==> src/rtl/qtm_pkg.sv <==
package qtm_pkg;
   // Bytes in one parameter entry: eight 32-bit words.
   localparam int unsigned ENTRY_BYTES = 32;
   localparam int unsigned WORD_IDX_W  = 3;

   // Default register layout of the control window.
   localparam logic [15:0] DEF_MAP_BASE   = 16'h0200;
   localparam logic [15:0] DEF_EN_SET     = 16'h0300;
   localparam logic [15:0] DEF_EN_CLR     = 16'h0304;
   localparam logic [15:0] DEF_SEC_CLR    = 16'h0308;
   localparam logic [15:0] DEF_MISS_CLR   = 16'h030C;
   localparam logic [15:0] DEF_PARAM_BASE = 16'h4000;

   typedef enum logic [2:0] {
      CTL_NONE,
      CTL_EN_SET,
      CTL_EN_CLR,
      CTL_SEC_CLR,
      CTL_MISS_CLR
   } ctl_reg_e;
endpackage

==> src/rtl/qtm_regs.sv <==
module qtm_regs
   import qtm_pkg::*;
#(
   parameter int unsigned NUM_CH        = 8,
   parameter int unsigned CH_W          = 3,
   parameter int unsigned ENTRY_W       = 9,
   parameter int unsigned ADDR_W        = 16,
   parameter int unsigned DATA_W        = 32,
   parameter logic [ADDR_W-1:0] MAP_BASE     = DEF_MAP_BASE,
   parameter logic [ADDR_W-1:0] EN_SET_ADDR  = DEF_EN_SET,
   parameter logic [ADDR_W-1:0] EN_CLR_ADDR  = DEF_EN_CLR,
   parameter logic [ADDR_W-1:0] SEC_CLR_ADDR = DEF_SEC_CLR,
   parameter logic [ADDR_W-1:0] MISS_CLR_ADDR = DEF_MISS_CLR
) (
   input  logic                                          clk_i,
   input  logic                                          rst_ni,
   input  logic                                          wr_en_i,
   input  logic [ADDR_W-1:0]                             wr_addr_i,
   input  logic [DATA_W-1:0]                             wr_data_i,
   output logic [NUM_CH-1:0][ENTRY_W+WORD_IDX_W-1:0]     map_o,
   output logic [NUM_CH-1:0]                             en_o,
   output logic [NUM_CH-1:0]                             sec_clr_o,
   output logic [NUM_CH-1:0]                             miss_clr_o
);
   localparam int unsigned MAP_W = ENTRY_W + WORD_IDX_W;

   logic [ADDR_W-1:0] map_off;
   logic              map_hit;
   logic [CH_W-1:0]   map_idx;
   ctl_reg_e          ctl_sel;
   logic [NUM_CH-1:0] wr_bits;
   logic [NUM_CH-1:0] set_mask, clr_mask;
   logic [NUM_CH-1:0] en_q;
   logic              unused_data;

   assign unused_data = ^wr_data_i;
   assign wr_bits     = wr_data_i[NUM_CH-1:0];

   // Map register window: one word per channel, word aligned.
   assign map_off = wr_addr_i - MAP_BASE;
   assign map_hit = wr_en_i && (wr_addr_i >= MAP_BASE) &&
                    (map_off < ADDR_W'(NUM_CH * 4)) && (map_off[1:0] == 2'b00);
   assign map_idx = map_off[CH_W+1:2];

   for (genvar c = 0; c < NUM_CH; c++) begin : g_map
      logic [MAP_W-1:0] map_q;
      always_ff @(posedge clk_i) begin
         if (!rst_ni)
            map_q <= '0;
         else if (map_hit && (map_idx == CH_W'(c)))
            map_q <= wr_data_i[MAP_W+1:2];
      end
      assign map_o[c] = map_q;
   end

   // Flag control ports.
   always_comb begin
      ctl_sel = CTL_NONE;
      if (wr_en_i) begin
         case (wr_addr_i)
            EN_SET_ADDR:   ctl_sel = CTL_EN_SET;
            EN_CLR_ADDR:   ctl_sel = CTL_EN_CLR;
            SEC_CLR_ADDR:  ctl_sel = CTL_SEC_CLR;
            MISS_CLR_ADDR: ctl_sel = CTL_MISS_CLR;
            default:       ctl_sel = CTL_NONE;
         endcase
      end
   end

   assign set_mask   = (ctl_sel == CTL_EN_SET)   ? wr_bits : '0;
   assign clr_mask   = (ctl_sel == CTL_EN_CLR)   ? wr_bits : '0;
   assign sec_clr_o  = (ctl_sel == CTL_SEC_CLR)  ? wr_bits : '0;
   assign miss_clr_o = (ctl_sel == CTL_MISS_CLR) ? wr_bits : '0;

   always_ff @(posedge clk_i) begin
      if (!rst_ni)
         en_q <= '0;
      else
         en_q <= (en_q | set_mask) & ~clr_mask;
   end
   assign en_o = en_q;

   for (genvar c = 0; c < NUM_CH; c++) begin : g_en_chk
      // a one written to the set port turns the flag on.
      a_r3_set_takes: assert property (@(posedge clk_i) disable iff (!rst_ni)
         (wr_en_i && wr_addr_i == EN_SET_ADDR && wr_data_i[c]) |=> en_o[c]);
      // a one written to the clear port turns the flag off.
      a_r4_clr_takes: assert property (@(posedge clk_i) disable iff (!rst_ni)
         (wr_en_i && wr_addr_i == EN_CLR_ADDR && wr_data_i[c]) |=> !en_o[c]);
   end
endmodule

==> src/rtl/qtm_match.sv <==
module qtm_match
   import qtm_pkg::*;
#(
   parameter int unsigned NUM_CH  = 8,
   parameter int unsigned ENTRY_W = 9,
   parameter int unsigned ADDR_W  = 16,
   parameter logic [ADDR_W-1:0] PARAM_BASE = DEF_PARAM_BASE
) (
   input  logic                                      wr_en_i,
   input  logic [ADDR_W-1:0]                         wr_addr_i,
   input  logic [NUM_CH-1:0][ENTRY_W+WORD_IDX_W-1:0] map_i,
   input  logic [NUM_CH-1:0]                         en_i,
   output logic [NUM_CH-1:0]                         hit_o,
   output logic [ENTRY_W-1:0]                        wr_entry_o
);
   localparam int unsigned MAP_W      = ENTRY_W + WORD_IDX_W;
   localparam int unsigned SPAN_BYTES = ENTRY_BYTES << ENTRY_W;

   logic [ADDR_W-1:0] off;
   logic              in_win;
   logic [MAP_W-1:0]  field;
   logic              unused_off;

   assign off        = wr_addr_i - PARAM_BASE;
   assign in_win     = wr_en_i && (wr_addr_i >= PARAM_BASE) && (32'(off) < SPAN_BYTES);
   assign field      = off[MAP_W+1:2];
   assign wr_entry_o = field[MAP_W-1:WORD_IDX_W];
   assign unused_off = ^off;

   for (genvar c = 0; c < NUM_CH; c++) begin : g_cmp
      assign hit_o[c] = in_win && en_i[c] && (map_i[c] != '0) && (map_i[c] == field);
   end
endmodule

==> src/rtl/qtm_evt.sv <==
module qtm_evt #(
   parameter int unsigned NUM_CH  = 8,
   parameter int unsigned CH_W    = 3,
   parameter int unsigned ENTRY_W = 9
) (
   input  logic                   clk_i,
   input  logic                   rst_ni,
   input  logic [NUM_CH-1:0]      hit_i,
   input  logic [ENTRY_W-1:0]     wr_entry_i,
   input  logic                   ack_i,
   input  logic [CH_W-1:0]        ack_ch_i,
   input  logic [NUM_CH-1:0]      sec_clr_i,
   input  logic [NUM_CH-1:0]      miss_clr_i,
   output logic                   evt_valid_o,
   output logic [CH_W-1:0]        evt_ch_o,
   output logic [ENTRY_W-1:0]     evt_entry_o,
   output logic [NUM_CH-1:0]      sec_o,
   output logic [NUM_CH-1:0]      miss_o
);
   logic [NUM_CH-1:0]              sec_q, miss_q, pend_q;
   logic [NUM_CH-1:0]              rec, dup, ack_mask, issue;
   logic [NUM_CH-1:0][ENTRY_W-1:0] entry_q;
   logic [CH_W-1:0]                sel;
   logic                           any;

   assign rec = hit_i & ~sec_q;
   assign dup = hit_i & sec_q;

   for (genvar c = 0; c < NUM_CH; c++) begin : g_ack
      assign ack_mask[c] = ack_i && (ack_ch_i == CH_W'(c));
   end

   // Lowest pending channel goes first.
   always_comb begin
      sel = '0;
      for (int i = NUM_CH - 1; i >= 0; i--) begin
         if (pend_q[i]) sel = CH_W'(i);
      end
   end
   assign any   = |pend_q;
   assign issue = any ? (NUM_CH'(1) << sel) : '0;

   always_ff @(posedge clk_i) begin
      if (!rst_ni) begin
         sec_q  <= '0;
         miss_q <= '0;
         pend_q <= '0;
      end else begin
         sec_q  <= (sec_q & ~ack_mask & ~sec_clr_i) | rec;
         miss_q <= (miss_q & ~miss_clr_i) | dup;
         pend_q <= (pend_q & ~issue) | rec;
      end
   end

   for (genvar c = 0; c < NUM_CH; c++) begin : g_entry
      always_ff @(posedge clk_i) begin
         if (!rst_ni)
            entry_q[c] <= '0;
         else if (rec[c])
            entry_q[c] <= wr_entry_i;
      end
   end

   assign evt_valid_o = any;
   assign evt_ch_o    = sel;
   assign evt_entry_o = entry_q[sel];
   assign sec_o       = sec_q;
   assign miss_o      = miss_q;

   // the same channel is never presented on two clocks in a row.
   a_r10_single_pulse: assert property (@(posedge clk_i) disable iff (!rst_ni)
      evt_valid_o |=> !(evt_valid_o && evt_ch_o == $past(evt_ch_o)));

   for (genvar c = 0; c < NUM_CH; c++) begin : g_chk
      // a missed flag only rises when the secondary flag was set.
      a_r7_miss_needs_sec: assert property (@(posedge clk_i) disable iff (!rst_ni)
         $rose(miss_o[c]) |-> $past(sec_o[c]));
      // acknowledge drops a set secondary flag.
      a_r8_ack_clears: assert property (@(posedge clk_i) disable iff (!rst_ni)
         (ack_i && ack_ch_i == CH_W'(c) && sec_o[c]) |=> !sec_o[c]);
   end
endmodule

==> src/rtl/qtm_trigger_mapper.sv <==
module qtm_trigger_mapper
   import qtm_pkg::*;
#(
   parameter int unsigned NUM_CH  = 8,
   parameter int unsigned ENTRY_W = 9,
   parameter int unsigned ADDR_W  = 16,
   parameter int unsigned DATA_W  = 32,
   parameter logic [ADDR_W-1:0] MAP_BASE      = DEF_MAP_BASE,
   parameter logic [ADDR_W-1:0] EN_SET_ADDR   = DEF_EN_SET,
   parameter logic [ADDR_W-1:0] EN_CLR_ADDR   = DEF_EN_CLR,
   parameter logic [ADDR_W-1:0] SEC_CLR_ADDR  = DEF_SEC_CLR,
   parameter logic [ADDR_W-1:0] MISS_CLR_ADDR = DEF_MISS_CLR,
   parameter logic [ADDR_W-1:0] PARAM_BASE    = DEF_PARAM_BASE,
   localparam int unsigned CH_W = (NUM_CH > 1) ? $clog2(NUM_CH) : 1
) (
   input  logic               clk_i,
   input  logic               rst_ni,
   input  logic               wr_en_i,
   input  logic [ADDR_W-1:0]  wr_addr_i,
   input  logic [DATA_W-1:0]  wr_data_i,
   input  logic               ack_i,
   input  logic [CH_W-1:0]    ack_ch_i,
   output logic               evt_valid_o,
   output logic [CH_W-1:0]    evt_ch_o,
   output logic [ENTRY_W-1:0] evt_entry_o,
   output logic [NUM_CH-1:0]  chan_en_o,
   output logic [NUM_CH-1:0]  sec_evt_o,
   output logic [NUM_CH-1:0]  miss_evt_o
);
   localparam int unsigned MAP_W = ENTRY_W + WORD_IDX_W;

   initial begin
      assert (NUM_CH >= 1 && NUM_CH <= DATA_W)
         else $error("qtm: channel count must fit in one data word");
      assert (MAP_W + 2 <= DATA_W)
         else $error("qtm: map field does not fit in the data word");
      assert (32'(PARAM_BASE) + (ENTRY_BYTES << ENTRY_W) <= (64'd1 << ADDR_W))
         else $error("qtm: parameter window exceeds the address space");
   end

   logic [NUM_CH-1:0][MAP_W-1:0] map;
   logic [NUM_CH-1:0]            en, hit, sec_clr, miss_clr;
   logic [ENTRY_W-1:0]           wr_entry;

   qtm_regs #(
      .NUM_CH(NUM_CH), .CH_W(CH_W), .ENTRY_W(ENTRY_W), .ADDR_W(ADDR_W), .DATA_W(DATA_W),
      .MAP_BASE(MAP_BASE), .EN_SET_ADDR(EN_SET_ADDR), .EN_CLR_ADDR(EN_CLR_ADDR),
      .SEC_CLR_ADDR(SEC_CLR_ADDR), .MISS_CLR_ADDR(MISS_CLR_ADDR)
   ) regs_i (
      .clk_i(clk_i), .rst_ni(rst_ni), .wr_en_i(wr_en_i), .wr_addr_i(wr_addr_i),
      .wr_data_i(wr_data_i), .map_o(map), .en_o(en), .sec_clr_o(sec_clr),
      .miss_clr_o(miss_clr)
   );

   qtm_match #(
      .NUM_CH(NUM_CH), .ENTRY_W(ENTRY_W), .ADDR_W(ADDR_W), .PARAM_BASE(PARAM_BASE)
   ) match_i (
      .wr_en_i(wr_en_i), .wr_addr_i(wr_addr_i), .map_i(map), .en_i(en),
      .hit_o(hit), .wr_entry_o(wr_entry)
   );

   qtm_evt #(
      .NUM_CH(NUM_CH), .CH_W(CH_W), .ENTRY_W(ENTRY_W)
   ) evt_i (
      .clk_i(clk_i), .rst_ni(rst_ni), .hit_i(hit), .wr_entry_i(wr_entry),
      .ack_i(ack_i), .ack_ch_i(ack_ch_i), .sec_clr_i(sec_clr), .miss_clr_i(miss_clr),
      .evt_valid_o(evt_valid_o), .evt_ch_o(evt_ch_o), .evt_entry_o(evt_entry_o),
      .sec_o(sec_evt_o), .miss_o(miss_evt_o)
   );

   assign chan_en_o = en;

   for (genvar c = 0; c < NUM_CH; c++) begin : g_top_chk
      // a secondary flag only rises for a channel that was enabled.
      a_r6_sec_needs_en: assert property (@(posedge clk_i) disable iff (!rst_ni)
         $rose(sec_evt_o[c]) |-> $past(chan_en_o[c]));
      // a recorded trigger raises the secondary flag.
      a_r5_sec_on_trigger: assert property (@(posedge clk_i) disable iff (!rst_ni)
         (hit[c] && !sec_evt_o[c]) |=> sec_evt_o[c]);
   end
endmodule

==> config.mk <==
export PLATFORM = sky130hd
export DESIGN_NAME = qtm_trigger_mapper
export DESIGN_NICKNAME = d
export VERILOG_FILES = /design/src/rtl/qtm_pkg.sv /design/src/rtl/qtm_regs.sv /design/src/rtl/qtm_match.sv /design/src/rtl/qtm_evt.sv /design/src/rtl/qtm_trigger_mapper.sv
export SDC_FILE = /design/constraint.sdc
export NUM_CORES = 1
export LEC_CHECK = 0
export ABC_AREA = 1
export BUFFER_PORTS_ARGS = -buffer_cell sky130_fd_sc_hd__buf_2
export CAP_MARGIN = 20
export CORE_ASPECT_RATIO = 0.8
export CORE_UTILIZATION = 57
export DETAILED_ROUTE_END_ITERATION = 8
export PLACE_DENSITY = 0.76
export SLEW_MARGIN = 5
export SYNTH_ARGS = -nofsm -noshare
export SYNTH_HDL_FRONTEND = slang
export SYNTH_SLANG_ARGS = --single-unit
==> constraint.sdc <==
create_clock -name clk_i -period 3.05 [get_ports clk_i]
set_input_delay 0.4575 -clock clk_i [delete_from_list [all_inputs] [get_ports clk_i]]
set_output_delay 0.4575 -clock clk_i [all_outputs]
set_load 0.01 [all_outputs]
Word level (Yosys, flattened, before mapping)
Cells that the tools add are included.

Order comparisons: 5. Equal/unequal tests: 30. Shift operators: 1. Reduce and logical (&&, ||, !) cells: 57. $add $sub $neg: 2. Bitwise gates (word level): 17. Multiplexer cells: 17.

Operators with widths (number): 12-bit equality test (8); 12-bit nonzero test (8); 16-bit by 10-bit equality test with 1-bit output, second input constant (4); 8-bit bitwise AND (7); 8-bit NOT (6); 1-bit logical AND (45); 8-bit 2-to-1 mux (5); 8-bit OR (4); 9-bit binary-select mux with 3-bit select (1); 3-bit equality test, second input constant (9); 3-bit 2-to-1 mux (9); 3-bit by 2-bit equality test with 1-bit output, second input constant (6); 16-bit by 10-bit >= comparator with 1-bit output, second input constant (1); 16-bit by 15-bit >= comparator with 1-bit output, second input constant (1); 16-bit by 15-bit less-than comparator with 1-bit output, second input constant (1); 16-bit by 6-bit less-than comparator with 1-bit output, second input constant (1); 16-bit by 10-bit subtractor with 16-bit output, second input constant (1); 16-bit by 15-bit subtractor with 16-bit output, second input constant (1); 3-bit case mux with 4 select lines (1); 3-bit by 1-bit equality test with 1-bit output, second input constant (3); 9-bit 2-to-1 mux (1); 8-bit OR reduction (1); 1-bit by 3-bit << shifter with 8-bit output, first input constant (1); 3-bit logical NOT (2); 2 further kinds (2).

Register bits after elaboration: 200. Output and inout bits: 37.

Longest topological paths before layout
Gate-level depths: netlist of the first run.

Word-level depth: 13. Mapped depth: 14. Depth with buffers taken out: 12.

Cells and area by module
A second synthesis of the first run with hierarchy kept.

Cell total of the unflattened synthesis: 1899. Area, all modules: 11556.1 um2.

By module, submodules not included: qtm_regs (area each 4913.5 um2, sequential area each 2082.0 um2, instances 1, cells each 763); qtm_evt (area each 4501.8 um2, sequential area each 1921.8 um2, instances 1, cells each 644); qtm_match (area each 2140.8 um2, sequential area each 0.0 um2, instances 1, cells each 492).

Worst setup path before layout of the first run
Ideal clock, no wire load.

Path kind: in2reg. Start: input wr_addr_i[9]. End: register regs_i.g_map[2].map_q[11]. Stages: 12. Setup time: 0.124 ns. Slack: 0.705 ns. Required time: 2.926 ns. Arrival time: 2.220 ns. Cells stage by stage: buf_4 -> inv_2 -> buf_2 -> buf_1 -> ha_1 -> xnor2_1 -> nand3_1 -> nor2_4 -> nand3_1 -> inv_1 -> buf_2 -> a21oi_1.

Cells in the longest elaborated chain, start to end: 5.

RTL lines: from (decl) (line qtm_trigger_mapper.sv:19) `input logic [ADDR_W-1:0] wr_addr_i,`; 16-bit by 10-bit subtractor with 16-bit output / 16-bit by 10-bit >= comparator with 1-bit output (equally long branches) (line qtm_regs.sv:40, qtm_regs.sv:41); 16-bit by 6-bit less-than comparator with 1-bit output / 1-bit logical AND (equally long branches) (line qtm_regs.sv:42, qtm_regs.sv:41); 1-bit logical AND (*) (line qtm_regs.sv:41) `assign map_hit = wr_en_i && (wr_addr_i >= MAP_BASE) &&`; 1-bit logical AND (*) (line qtm_regs.sv:42) `(map_off < ADDR_W'(NUM_CH * 4)) && (map_off[1:0] == 2'b00);`; 1-bit logical AND (*) (line qtm_regs.sv:50) `else if (map_hit && (map_idx == CH_W'(c)))`; to (signal assigned) (line qtm_regs.sv:51) `map_q <= wr_data_i[MAP_W+1:2];`; to (decl) (line qtm_regs.sv:46) `logic [MAP_W-1:0] map_q;`.

Every way passes the cells marked *; elsewhere a longest branch is shown, timed or not. A chain may end at the register's enable or synchronous reset.

Final worst setup path of the first run
Start: register evt_i.pend_q[6]. End: output evt_entry_o[6].

Cells in the longest elaborated chain, start to end: 9.

RTL lines: from (decl) (line qtm_evt.sv:20) `logic [NUM_CH-1:0] sec_q, miss_q, pend_q;`; from (signal assigned) (line qtm_evt.sv:51) `pend_q <= (pend_q & ~issue) | rec;`; 3-bit 2-to-1 mux (7 in series) (line qtm_evt.sv:37) `if (pend_q[i]) sel = CH_W'(i);`; 9-bit binary-select mux with 3-bit select (line qtm_evt.sv:66) `assign evt_entry_o = entry_q[sel];`; 9-bit 2-to-1 mux (not written as such) (line qtm_evt.sv:66); to (decl) (line qtm_trigger_mapper.sv:25) `output logic [ENTRY_W-1:0] evt_entry_o,`.

No other way between the ends. The select of a mux whose other input is x is not followed.

==> flow_summary.yaml, run 1 <==
outcome:
  status: "finished, final reports clean"
global_routing:
  antenna_found_initial: 1
  grt_pass1_vias: 10900
  grt_usage_pct: 38.6
  grt_pass1_wl_mm: 60.7
  grt_start_max_net_pins: 158
  grt-ovfl-total: 0
routing:
  wl_mm: 39.5
  vias: 12400
  drt_iter0_markers: 1868
  antenna_left: 0
  drc: 0
  wire_per_inst_um: 18.1
  avgViaCountPerCell: 5.67
  dr.pass1.iters: 5
setup_path:
  rr_startpoint: "regs_i.g_map[5].map_q[5]"
  worstPathArrival_ps: 2450
  critPathTopFamily: "simple AND/OR/NAND/NOR gates"
  path_cells: "inv_1 > nand2_1 > nand2_1 > nand2_1 > nand2_1 > nand2_1 > buf_4 > nand2_1 > nand2_2 > nand3_1 > nand3_1 > nand2_1 > inv_1 > buf_2"
  path_max_fanout: 20
  cpPeakStageDelay_ps: 330
  endpoint_kind: "output port"
  critical_path.slowest_cell: "dfxtp_1"
  r2r-end: "evt_i.entry_q[46]"
  cp.required_ps: 2590
  cp-start-kind: "flip-flop"
  critPathKind: "reg2out"
  path_buf_inv: 4
  cp_common_cell: "nand2_1"
  reg2reg_slack_ps: 1090
  rr_worst_depth: 10
sta:
  worstMarginPinSlew_ps: 815
  setup_tns_ps: 0
  fin_crit_ps: 2910
  fmax_mhz: 344
  setup_ws_ps: 141
  fin_crit_sh_pct: 95.4
  maxSlewViolCount: 0
  rsz0062_at_grt: "no"
  finalHoldViolCount: 0
  skew_ps: 9.19
  setup_viol: 0
  max-slew-margin-rel_pct: 45.6
logic_synthesis:
  ys_warn_count: 0
  synthXorXnorAreaFrac_pct: 2.07
  ys_types: 34
  synth-simple-area-share_pct: 42.9
  yosysTopAreaCell: "dfxtp_1"
  synth_fp_nets: 1931
  syn-mean-instance-area_sq_um: 6.08
  synth-compound-area-share_pct: 7.05
  synth_top_cells_by_area: "dfxtp_1, nand2_1, nor2_1"
  syn_area_sq_um: 11400
  synth-seq-cells: 200
  synth_mux_area_share_pct: 0
  synthAdderAreaFrac_pct: 0.110
  synth_top_family_by_area: "simple AND/OR/NAND/NOR gates"
  seq_area_frac_synth_pct: 35.1
  synth.top_cell.area_share_pct: 35.1
  synthCells: 1875
cts:
  ctsHtreeMaxLevel: 4
  cts_num_sinks: 200
  cts_root_buf: "clkbuf_16"
  cts_inserted_buffers: 17
  cts_tree: "yes"
  clk_path_buf_depth: 2
  clock_latency_ps: 450
  clk_pin_slew_ps: 80
min_path:
  hp-class: "in2reg"
  whs_endpoint: "regs_i.g_map[3].map_q[6]"
  holdPathStages: 3
  hold_start: "wr_data_i[8]"
power_and_ir_drop:
  switchingPower_mw: 1.43
  p_int_mw: 3.94
  clockPowerShare_pct: 43.7
  power_density_nw_per_um2: 428
  switching_share_pct: 26.6
  peakVddDrop_mv: 0.313
  cellLeakagePower_nw: 6.05
  power_frac_seq_pct: 48.6
  comb_power_share_pct: 7.7
  finalPower_mw: 5.36
floorplan:
  die_x_um: 160
  start_util_pct: 59.1
  die_h_um: 129
  core_area_sq_um: 19300
  rows: 45
  io_pins: 92
  fp.dieArea_sq_um: 20600
final_layout:
  final_cell_area_sq_um: 12500
  regArea_sq_um: 4000
  syn2layout_area_growth_pct: 9.90
  fillers: 1880
  nNetsFinal: 1965
  drive_gt1_share_pct: 9.26
  multiInputGateArea_sq_um: 5950
run:
  drv_cap: 0
place:
  place_congestion: 0.984
  hpwl_mm: 27.1
  placed_area_sq_um: 11900
  io_buffers: 73
  dp_slack_ps: 440
[state kept, by name (all words and copies together), names as in the netlist]
register and cells:
evt_i.pend_q 8, evt_i.entry_q 72, regs_i.en_o 8, regs_i.g_map.map_q 96
evt_i.miss_o 8, evt_i.sec_o 8
[cell usage after synthesis]
cell	number
or2_2	1
inv_2	8
nor3_2	1
buf_2	45
buf_6	4
buf_1	11
a211oi_1	1
xnor2_1	17
buf_4	14
nand3b_1	4
nand3_1	133
a21oi_1	112
nand2_1	517
nor2_1	309
nor3b_1	2
xor2_1	10
o21ai_0	36
dfxtp_1	200
nor3_1	44
nor2_4	5
o211ai_1	1
o21bai_1	1
and2_1	2
a31oi_1	2
nand3_2	5
nor2_2	6
ha_1	1
a21boi_0	1
o22ai_1	2
inv_1	233
o2111ai_1	1
clkinv_1	4
nand4_1	111
clkbuf_1	31
[power groups by stage]
stage | logic [mW] | clock network, mW | registers [mW]
CTS | 0.393 | 2.34 | 2.61
floorplan | 0.232 | 0 | 2.67
global route | 0.431 | 2.44 | 2.61
detailed placement | 0.391 | 0 | 2.67
finish | 0.413 | 2.34 | 2.61
global placement | 0.388 | 0 | 2.67
[layout by cell type (no fill, tap or decap), types with 44 or more instances in the layout]
| cell type | synthesis | routed |
|---|---|---|
| nand2_1 | 517 | 516 |
| nor2_1 | 309 | 309 |
| inv_1 | 233 | 233 |
| dfxtp_1 | 200 | 200 |
| nand3_1 | 133 | 133 |
| a21oi_1 | 112 | 112 |
| nand4_1 | 111 | 111 |
| buf_2 | 45 | 72 |
| buf_4 | 14 | 46 |
| nor3_1 | 44 | 44 |
[tightest hold or removal path: cells and delay by family]
family                 cells  cell delay, ps
buffers and inverters      1             100
and+or+nand+nor            2             150
[cell families (layout without fill, tap and decap cells)]
logic type	count (synthesis)	in the layout
buf+inv	350	397
xor+xnor	27	27
fa+ha+maj	1	1
compound gates	157	157
other cells	0	1
flops	200	200
simple gates	1140	1140
[layer usage]
metal / global-route usage, % / wire length [um] / vias to the layer above
met3: 6.87 / 5220 / 122
met1: 56.2 / 16900 / 5486
met2: 55.8 / 15800 / 773
met4: 16.4 / 1560 / 0
met5: 0 / 0 / -
li1: - / - / 5976
[worst max-delay path by stage]
stage	start	end	slack, ps	cells after the start
3_5_place_dp	evt_i.pend_q[6]	evt_entry_o[6]	440	14
3_3_place_gp	evt_i.pend_q[6]	evt_entry_o[6]	560	14
4_1_cts	evt_i.pend_q[6]	evt_entry_o[6]	170	14
2_1_floorplan	wr_addr_i[9]	regs_i.g_map[2].map_q[11]	710	12
6_report	evt_i.pend_q[6]	evt_entry_o[6]	140	14
5_1_grt	evt_i.pend_q[6]	evt_entry_o[6]	20	14
[layout make-up]
cell class	instances	share of cell area, %
tap	258	2.57
multi-input combinational	1325	47.5
clock inverter	14	1.28
inverter	245	7.33
antenna	1	0.0200
clock buffer	18	3.42
timing repair buffer	120	5.95
sequential	200	31.9
[metrics by stage]
stage / instances / utilization [%] / hold WS (ps)
2_1_floorplan: 1875 / - / 450
3_3_place_gp: 2148 / 61.8 / 461
3_5_place_dp: 2148 / 61.8 / 469
4_1_cts: 2180 / 64.9 / 311
5_1_grt: 2181 / 64.9 / 328
6_report: 2181 / 64.9 / 309
[what timing repair did]
item	in CTS	in global routing
gates resized for setup	1	0
setup buffers	0	0
hold buffers	0	0
endpoints found under the setup margin	1	0
Note: power is estimated with default switching activity, not from simulation.
==> run 2: changes to the inputs <==
- ABC_AREA: 1 -> default
- PLACE_DENSITY: 0.76 -> 0.77
==> flow_summary.yaml, run 2 <==
global_routing:
  antenna_found_initial: 0
  grt_pass1_vias: 7675
  busiest_layer: "met2"
  grt_pass1_wl_mm: 43.2
  use_met1_pct: 47.6
  grt_usage_pct: 32.8
  met3_usage_pct: 7.13
  use_met2_pct: 47.7
  grt_start_max_net_pins: 99
  grt-ovfl-total: 0
final_layout:
  largest-register: "regs_i.g_map.map_q"
  most-common-layout-cells: "nand2_1, dfxtp_1, nor2_1"
  final_common_cell: "nand2_1"
  drive_gt1_share_pct: 17.1
  top_regs: "regs_i.g_map.map_q x96, evt_i.entry_q x72"
  syn2layout_area_growth_pct: 14.3
  final_cell_area_sq_um: 10900
  nNetsFinal: 1251
  finish.utilization_pct: 67.8
  largest_reg_flops: 96
  diodes: 0
  final-instance-count-excl-fill: 1423
setup_path:
  endpoint_kind: "output port"
  path_max_fanout: 5
  cp-start-kind: "flip-flop"
  critPathKind: "reg2out"
  worstPathArrival_ps: 2600
  cp.required_ps: 2590
logic_synthesis:
  ys.flop_type: "dfxtp_1"
  yosys-top-cells-count: "nand2_1, dfxtp_1, a21oi_1, nor2_1, xor2_1"
  synth_edf_count: 0
  synth_mux_area_share_pct: 9.27
  syn_area_sq_um: 9530
  synth_most_common_cell: "nand2_1"
  ys_types: 56
  synthAdderAreaFrac_pct: 0.131
  ys_warn_count: 0
  synth.top_cell.area_share_pct: 42.0
  synthCells: 1145
  async_flop_share_pct: 0
  seq_area_frac_synth_pct: 42.0
  synth_top_family_by_area: "simple AND/OR/NAND/NOR gates"
  synth-seq-cells: 200
  synth_top_cells_by_area: "dfxtp_1, nand2_1, mux2i_1"
  synth_fp_nets: 1201
  synth-compound-area-share_pct: 12.4
  synth-simple-area-share_pct: 21.9
  yosysTopAreaCell: "dfxtp_1"
  synthXorXnorAreaFrac_pct: 8.73
  syn-mean-instance-area_sq_um: 8.33
floorplan:
  die_h_um: 118
  io_pins: 92
  start_util_pct: 59.4
  die_x_um: 147
  rows: 41
  fp.dieArea_sq_um: 17200
  core_area_sq_um: 16100
cts:
  hold_buffers: 0
  ctsHtreeMaxLevel: 4
  clk_pin_slew_ps: 70
  cts_num_sinks: 200
  cts_tree: "yes"
  clock_latency_ps: 440
  cts_inserted_buffers: 17
  clk_path_buf_depth: 2
  cts_root_buf: "clkbuf_16"
min_path:
  hp-class: "in2reg"
routing:
  vias: 8537
  dr.pass1.iters: 5
  wl_mm: 28.4
  drc: 0
  wire_per_inst_um: 20.0
  antenna_left: 0
  drt_iter0_markers: 908
  avgViaCountPerCell: 6.00
outcome:
  violations: "negative setup slack"
  status: "finished, violations left"
run:
  drv_cap: 0
sta:
  timing.hold.ws_ps: 265
  setup_viol: 1
  fin_crit_sh_pct: 100
  max-slew-margin-rel_pct: 30.5
  setup_tns_ps: -8.31
  rsz0062_at_grt: "yes"
  setup_ws_ps: -8.31
  maxSlewViolCount: 0
  fin_crit_ps: 3060
  skew_ps: 12.2
  worstMarginPinSlew_ps: 1040
  fmax_mhz: 327
  finalHoldViolCount: 0
power_and_ir_drop:
  switching_share_pct: 23.4
  p_int_mw: 3.95
  power_density_nw_per_um2: 473
  clockPowerShare_pct: 43.8
  switchingPower_mw: 1.21
  comb_power_share_pct: 5.6
  cellLeakagePower_nw: 4.12
  power_frac_seq_pct: 50.6
  peakVddDrop_mv: 0.387
place:
  placed_cells: 1385
  place_congestion: 0.914
  io_buffers: 73
  hpwl_mm: 18.4
  placed_area_sq_um: 10100
==> run 2: per-stage QoR <==
stage / power [mW] / worst slack [ps]
2_1_floorplan: 2.84 / 364
3_3_place_gp: 2.94 / 329
3_5_place_dp: 2.95 / 350
4_1_cts: 5.15 / 2.45
5_1_grt: 5.28 / -96.4
6_report: 5.15 / -8.31
==> run 2: cells by family (layout without fill, tap and decap cells) <==
| group | Yosys count | in the layout |
|---|---|---|
| flip-flops | 200 | 200 |
| XOR/XNOR | 95 | 95 |
| multiplexers | 87 | 87 |
| AND/OR/NAND/NOR | 459 | 459 |
| adder cells (fa/ha/maj) | 1 | 1 |
| AO/OA/AOI/OAI | 188 | 188 |
| buffers and inverters | 115 | 178 |
==> run 2: path summary, 6_finish.rpt <==
check | start | depth (start not counted) | endpoint | slack (ps)
min reg2reg | evt_i.entry_q[30] | 2 | evt_i.entry_q[30] | 460
max reg2reg | regs_i.g_map[0].map_q[0] | 6 | evt_i.entry_q[5] | 940
min | wr_data_i[1] | 2 | regs_i.en_o[1] | 270
max | evt_i.pend_q[6] | 8 | evt_entry_o[8] | -8
==> run 2: area by class of cell <==
| class | count | area [sq um] |
|---|---|---|
| timing repair buffer | 122 | 796 |
| sequential | 200 | 4010 |
| clock inverter | 9 | 97.6 |
| inverter | 24 | 100 |
| clock buffer | 23 | 478 |
| multi-input combinational | 830 | 5140 |
| fill | 1275 | 5160 |
| tap | 215 | 269 |
==> run 2: repair_timing <==
item	CTS	global route
pin swaps	5	1
buffers inserted	1	5
hold endpoints to repair	0	0
resized for setup	10	17
setup endpoints to repair	8	7
==> run 2: routing by layer <==
metal	up-vias	part of all wire [%]
li1	4010	-
met4	0	2.0
met1	4017	43
met2	457	43
met3	53	11
met5	-	0
==> run 2: critical path: stages, from the launching register on <==
cell	delay, ps
dfxtp_1	350
nand2b_4	170
a221oi_4	370
buf_4	180
mux2_2	330
a221oi_2	360
nor2_1	100
o21a_1	180
buf_2	140
==> run 2: power by group through the flow <==
stage	Sequential (mW)	Combinational, mW	Clock, mW
finish	2.61	0.287	2.26
global route	2.61	0.299	2.37
CTS	2.61	0.278	2.26
detailed placement	2.67	0.276	0
global placement	2.67	0.273	0
floorplan	2.67	0.173	0
